<file path="src/rtl/dsp_mac_pkg.sv">
package dsp_mac_pkg;

    localparam int CMD_W = 3;

    typedef enum logic [CMD_W-1:0] {
        OP_IDLE  = 3'd0,
        OP_ACC   = 3'd1,
        OP_DED   = 3'd2,
        OP_LOAD  = 3'd3,
        OP_CLEAR = 3'd4,
        OP_SHACC = 3'd5,
        OP_SHREG = 3'd6
    } mac_op_e;

endpackage

</file>
<file path="src/rtl/dsp_mac_mult.sv">
// Widened multiplier: both operands gain one bit (sign or zero), so one
// signed array serves both operand kinds. Result sign-extended to ACC_W.
module dsp_mac_mult #(
    parameter int DATA_W = 16,
    parameter int ACC_W  = 40
) (
    input  logic [DATA_W-1:0] a,
    input  logic [DATA_W-1:0] b,
    input  logic              is_signed,
    input  logic              frac,
    output logic [ACC_W-1:0]  prod
);
    localparam int EXT_W  = DATA_W + 1;
    localparam int PROD_W = 2 * EXT_W;
    localparam int PAD_W  = ACC_W - PROD_W;
    localparam int MAXF_W = 2 * DATA_W - 1;

    logic signed [EXT_W-1:0]  a_ext;
    logic signed [EXT_W-1:0]  b_ext;
    logic signed [PROD_W-1:0] raw;
    logic        [ACC_W-1:0]  wide;
    logic                     both_min;

    always_comb begin
        a_ext    = {is_signed & a[DATA_W-1], a};
        b_ext    = {is_signed & b[DATA_W-1], b};
        raw      = a_ext * b_ext;
        wide     = {{PAD_W{raw[PROD_W-1]}}, raw};
        both_min = is_signed
                 && (a == {1'b1, {(DATA_W-1){1'b0}}})
                 && (b == {1'b1, {(DATA_W-1){1'b0}}});
        if (!frac) begin
            prod = wide;
        end else if (both_min) begin
            prod = {{(ACC_W-MAXF_W){1'b0}}, {MAXF_W{1'b1}}};
        end else begin
            prod = wide << 1;
        end
    end
endmodule

</file>
<file path="src/rtl/dsp_mac_addsat.sv">
// One shared add/subtract path with clamping at 32-bit or 40-bit limits.
module dsp_mac_addsat #(
    parameter int ACC_W   = 40,
    parameter int GUARD_W = 8
) (
    input  logic [ACC_W-1:0] acc,
    input  logic [ACC_W-1:0] prod,
    input  logic             subtract,
    input  logic             load,
    input  logic             super_sat,
    output logic [ACC_W-1:0] result,
    output logic             clamped
);
    localparam int SAT_W = ACC_W - GUARD_W;
    localparam int SUM_W = ACC_W + 1;

    logic signed [SUM_W-1:0] base_x;
    logic signed [SUM_W-1:0] prod_x;
    logic signed [SUM_W-1:0] sum;
    logic signed [SUM_W-1:0] lim_hi;
    logic signed [SUM_W-1:0] lim_lo;

    always_comb begin
        base_x = load ? '0 : {acc[ACC_W-1], acc};
        prod_x = {prod[ACC_W-1], prod};
        sum    = subtract ? (base_x - prod_x) : (base_x + prod_x);
        if (super_sat) begin
            lim_hi = {2'b00, {(ACC_W-1){1'b1}}};
            lim_lo = {2'b11, {(ACC_W-1){1'b0}}};
        end else begin
            lim_hi = {{(SUM_W-SAT_W+1){1'b0}}, {(SAT_W-1){1'b1}}};
            lim_lo = {{(SUM_W-SAT_W+1){1'b1}}, {(SAT_W-1){1'b0}}};
        end
        if (sum > lim_hi) begin
            result  = lim_hi[ACC_W-1:0];
            clamped = 1'b1;
        end else if (sum < lim_lo) begin
            result  = lim_lo[ACC_W-1:0];
            clamped = 1'b1;
        end else begin
            result  = sum[ACC_W-1:0];
            clamped = 1'b0;
        end
    end
endmodule

</file>
<file path="src/rtl/dsp_mac_shifter.sv">
// Single-cycle barrel shifter: positive amount = arithmetic right,
// negative amount = left with zero fill.
module dsp_mac_shifter #(
    parameter int ACC_W   = 40,
    parameter int SHAMT_W = 5
) (
    input  logic [ACC_W-1:0]   src,
    input  logic [SHAMT_W-1:0] amt,
    output logic [ACC_W-1:0]   res
);
    logic [SHAMT_W:0] left_mag;

    always_comb begin
        left_mag = {1'b0, ~amt} + 1'b1;
        if (amt[SHAMT_W-1]) begin
            res = src << left_mag;
        end else begin
            res = $unsigned($signed(src) >>> amt);
        end
    end
endmodule

</file>
<file path="src/rtl/dsp_mac_engine.sv">
module dsp_mac_engine
    import dsp_mac_pkg::*;
#(
    parameter int DATA_W  = 16,
    parameter int ACC_W   = 40,
    parameter int GUARD_W = 8,
    parameter int SHAMT_W = 5
) (
    input  logic               clk,
    input  logic               rst_n,
    input  logic               cmd_valid,
    input  logic [CMD_W-1:0]   cmd,
    input  logic               acc_sel,
    input  logic               op_signed,
    input  logic               frac_mode,
    input  logic               super_sat,
    input  logic [DATA_W-1:0]  op_a,
    input  logic [DATA_W-1:0]  op_b,
    input  logic [SHAMT_W-1:0] shift_amt,
    output logic [ACC_W-1:0]   acc0,
    output logic [ACC_W-1:0]   acc1,
    output logic               sat0,
    output logic               sat1,
    output logic               guard0,
    output logic               guard1,
    output logic [ACC_W-1:0]   shift_out
);
    localparam int NUM_ACC = 2;
    localparam int SAT_W   = ACC_W - GUARD_W;
    localparam int TOP_W   = GUARD_W + 1;

    typedef struct packed {
        logic [NUM_ACC-1:0][ACC_W-1:0] acc;
        logic [NUM_ACC-1:0]            sticky;
        logic [NUM_ACC-1:0]            guard;
        logic [ACC_W-1:0]              shres;
    } eng_state_t;

    eng_state_t st_d, st_q;

    mac_op_e          op;
    logic [ACC_W-1:0] sel_acc;
    logic [ACC_W-1:0] product;
    logic [ACC_W-1:0] arith_res;
    logic             arith_clamp;
    logic [ACC_W-1:0] sh_src;
    logic [ACC_W-1:0] sh_res;

    assign op      = mac_op_e'(cmd);
    assign sel_acc = st_q.acc[acc_sel];
    assign sh_src  = (op == OP_SHREG)
                   ? {{(ACC_W-DATA_W){op_a[DATA_W-1]}}, op_a}
                   : sel_acc;

    dsp_mac_mult #(.DATA_W(DATA_W), .ACC_W(ACC_W)) u_mult (
        .a         (op_a),
        .b         (op_b),
        .is_signed (op_signed),
        .frac      (frac_mode),
        .prod      (product)
    );

    dsp_mac_addsat #(.ACC_W(ACC_W), .GUARD_W(GUARD_W)) u_addsat (
        .acc       (sel_acc),
        .prod      (product),
        .subtract  (op == OP_DED),
        .load      (op == OP_LOAD),
        .super_sat (super_sat),
        .result    (arith_res),
        .clamped   (arith_clamp)
    );

    dsp_mac_shifter #(.ACC_W(ACC_W), .SHAMT_W(SHAMT_W)) u_shift (
        .src (sh_src),
        .amt (shift_amt),
        .res (sh_res)
    );

    always_comb begin
        st_d = st_q;
        if (cmd_valid) begin
            unique case (op)
                OP_ACC, OP_DED, OP_LOAD: begin
                    st_d.acc[acc_sel] = arith_res;
                    if (arith_clamp) begin
                        st_d.sticky[acc_sel] = 1'b1;
                    end
                end
                OP_CLEAR: begin
                    st_d.acc[acc_sel]    = '0;
                    st_d.sticky[acc_sel] = 1'b0;
                end
                OP_SHACC, OP_SHREG: begin
                    st_d.shres = sh_res;
                end
                default: begin
                end
            endcase
        end
        for (int i = 0; i < NUM_ACC; i++) begin
            st_d.guard[i] = !((&st_d.acc[i][ACC_W-1 -: TOP_W])
                           || (~|st_d.acc[i][ACC_W-1 -: TOP_W]));
        end
    end

    always_ff @(posedge clk) begin
        if (!rst_n) begin
            st_q <= '0;
        end else begin
            st_q <= st_d;
        end
    end

    assign acc0      = st_q.acc[0];
    assign acc1      = st_q.acc[1];
    assign sat0      = st_q.sticky[0];
    assign sat1      = st_q.sticky[1];
    assign guard0    = st_q.guard[0];
    assign guard1    = st_q.guard[1];
    assign shift_out = st_q.shres;

    if (SAT_W < 2 * DATA_W) begin : g_width_check
        initial $error("clamp width narrower than full product");
    end
endmodule

</file>
<file path="config.mk">
export PLATFORM = sky130hd
export DESIGN_NAME = dsp_mac_engine
export DESIGN_NICKNAME = d
export VERILOG_FILES = /design/src/rtl/dsp_mac_pkg.sv /design/src/rtl/dsp_mac_mult.sv /design/src/rtl/dsp_mac_addsat.sv /design/src/rtl/dsp_mac_shifter.sv /design/src/rtl/dsp_mac_engine.sv
export SDC_FILE = /design/constraint.sdc
export NUM_CORES = 2
export LEC_CHECK = 0
export BUFFER_PORTS_ARGS = -buffer_cell sky130_fd_sc_hd__buf_2
export CAP_MARGIN = 20
export CELL_PAD_IN_SITES_DETAIL_PLACEMENT = 0
export CELL_PAD_IN_SITES_GLOBAL_PLACEMENT = 1
export CORE_ASPECT_RATIO = 1.5
export CORE_MARGIN = 2
export CORE_UTILIZATION = 44
export CTS_CLUSTER_DIAMETER = 100
export DETAILED_ROUTE_END_ITERATION = 8
export PLACE_DENSITY = 0.77
export SLEW_MARGIN = 20
export SYNTH_ARGS = -nofsm -noshare
export SYNTH_HDL_FRONTEND = slang
export SYNTH_HIERARCHICAL = 1
export SYNTH_SLANG_ARGS = --single-unit
export TNS_END_PERCENT = 5
</file>
<file path="constraint.sdc">
create_clock -name clk -period 15.6 [get_ports clk]
set_input_delay 2.34 -clock clk [delete_from_list [all_inputs] [get_ports clk]]
set_output_delay 2.34 -clock clk [all_outputs]
set_load 0.03 [all_outputs]
</file>
==> flow_summary_export.csv <==
group,metric,value,unit
finish,layout.cells.non_filler,4063,
floorplanning,fp-row-count,109,
finish,final_cell_mix,"nand2_1, inv_1, fa_1",
yosys,ys_warn_count,6,
route,antenna_left,0,
sta,max_freq,65.8,MHz
floorplanning,coreArea,0.0591,mm2
yosys,syn_area,0.0263,mm2
finish,nets,3759,
floorplanning,die_w,204,um
finish,seq_area,0.00248,mm2
critical_path,worstPathMaxFanout,9,
critical_path,r2r-end,"guard0",
sta,min_period,15210,ps
global_route,gr-total-overflow,0,
sta,worstMarginPinSlew,1040,ps
floorplanning,fp.dieH,304,um
yosys,ys_ff_latch,124,
yosys,synth_area_leader_cell,"fa_1",
sta,hold_viol,0,
yosys,synth_top_area_frac,0.226,
clocking,hold_buffers,0,
critical_path,cp.depth,49,
route,viasPerCell,5.92,
critical_path,end_kind,"flop",
run,max_cap_viol_count,0,
sta,rsz0062_at_grt,"yes",
floorplanning,io_pins,171,
clocking,clk_latency,440,ps
clocking,cts_sinks,124,
route,drc,0,
route,drtPass1Iterations,6,
critical_path,startpoint_type,"input pin",
critical_path,rr_worst_depth,32,
worst_hold_path,min_path_type,"reg2reg",
route,wl_per_cell,23.4,um
yosys,synth.area.top_cells,"fa_1, dfxtp_1, ha_1",
yosys,synth.distinct_cells,103,
place,placedCellCount,4020,
route,drt_iter0_drc,1872,
finish,nFillCells,5789,
critical_path,cp.required,15920,ps
finish,area_delta_synth_final,10.0,%
yosys,synth.yosys.seq_area_share,0.0942,
critical_path,r2r-start,"acc1[0]",
yosys,synth_edf_count,0,
critical_path,cp.arrival,15530,ps
floorplanning,start_util,0.446,
yosys,synth-async-reset-ratio,0,
global_route,grt_max_degree,125,
critical_path,worst-setup-path-type,"in2reg",
critical_path,critical_path.top_delay_family,"adder cells",
yosys,avgSynthCellArea,8.35,um2
floorplanning,dieArea,0.0619,mm2
sta,setup_viol,0,
critical_path,slowest_stage,"fa_1",
sta,drv_slew,0,
clocking,path_clk_slew,60,ps
global_route,grt_use_total,0.303,
sta,skew,11.2,ps
sta,fin_setup_tns,0,ps
critical_path,cpMostUsedCell,"fa_1",
route,vias,24069,
place,numPortBuffers,170,
clocking,cts_tree,"built",
status,status,"finished clean",
global_route,antenna_found_initial,3,
finish,final_core_util,0.491,
clocking,cts_root_buf,"clkbuf_16",
clocking,numCtsBuffers,17,
sta,layout_worst_path_cycle_share,0.975,
clocking,htree_num_levels,4,
yosys,synth_cells,3154,
global_route,grt_first_pass_wirelength,145000,um
finish,multi_input_area,0.0217,mm2
finish,drive_gt1_frac,0.176,
sta,slew_headroom,0.308,
yosys,syn-num-nets,3644,
place,gp_congestion,0.994,
clocking,cts_buffer_depth,2,
finish,final_common_cell,"nand2_1",
critical_path,path_buf_inv,4,
place,dp_hpwl,77000,um
critical_path,rrSetupSlack,7360,ps
global_route,grt_pass1_vias,24535,
sta,holdWs,448,ps
critical_path,crit_end,"guard0",
critical_path,crit_start,"op_a[15]",
critical_path,critPathMaxStageDelay,730,ps
route,wirelength,95000,um
yosys,synth-main-ff-cell,"dfxtp_1",
[Yosys cell counts, types with 75 or more instances]
| cell type | number |
|---|---|
| nand2_1 | 424 |
| nand3_1 | 104 |
| xnor2_1 | 77 |
| a21boi_1 | 106 |
| dfxtp_1 | 124 |
| a21oi_1 | 162 |
| inv_1 | 351 |
| and2_1 | 138 |
| clkbuf_1 | 111 |
| ha_1 | 146 |
| mux4_2 | 75 |
| nor2_1 | 140 |
| fa_1 | 297 |
| o21ai_0 | 111 |
| mux2_2 | 102 |
[state kept, by name, summed over array words and instances (netlist names)]
name	count
acc0	40
guard0	1
guard1	1
acc1	40
sat0	1
shift_out	40
sat1	1
[tightest hold or removal path: cells and delay by family (launching register included)]
family	cells	cell delay (ps)
flip-flops	1	300
AND/OR/NAND/NOR	1	50
AO/OA/AOI/OAI	1	50
[through the flow]
| stage | worst slack, ps | cell area (um2) |
|---|---|---|
| after floorplan | 331 | 26300 |
| final | 392 | 29000 |
| after CTS | 177 | 28800 |
| after global placement | 81.6 | 28200 |
| after global routing | -128 | 29000 |
| after detailed placement | -215 | 28200 |
[metal layers]
metal | up-vias | wire (um) | GRT usage
li1 | 10933 | - | -
met1 | 11873 | 36100 | 0.357
met2 | 1006 | 47300 | 0.539
met3 | 257 | 5940 | 0.0368
met4 | 0 | 5680 | 0.147
met5 | - | 0 | 0
[how the worst min path moves through the flow]
stage	cells past startpoint	endpoint	slack, ps	from
2_1_floorplan	2	acc1[21]	580	acc1[21]
3_3_place_gp	2	shift_out[7]	440	shift_out[7]
3_5_place_dp	2	shift_out[32]	440	shift_out[32]
4_1_cts	2	shift_out[3]	450	shift_out[3]
5_1_grt	2	shift_out[32]	470	shift_out[32]
6_report	2	shift_out[32]	450	shift_out[32]
[kinds of logic after synthesis]
family | Yosys count | share of synthesized area
compound gates | 624 | 0.158
xor+xnor | 102 | 0.0349
fa+ha+maj | 443 | 0.295
buf+inv | 556 | 0.0865
flops | 124 | 0.0942
mux | 245 | 0.134
simple gates | 1060 | 0.197
[what timing repair did]
item / in CTS / in global routing
buffers inserted: 0 / 6
resized for setup: 0 / 32
endpoints found under the setup margin: 0 / 23
[cell type report]
class | count | area share
Multi-Input combinational cell | 2475 | 0.749
Clock buffer | 19 | 0.0156
Inverter | 354 | 0.0458
Timing Repair Buffer | 297 | 0.0631
Sequential cell | 124 | 0.0856
Tap cell | 777 | 0.0335
Clock inverter | 13 | 0.00648
Antenna cell | 4 | 0.000345
Power is not shown: default switching activity piles up to over one toggle a cycle in this logic, so the estimate is an artifact.
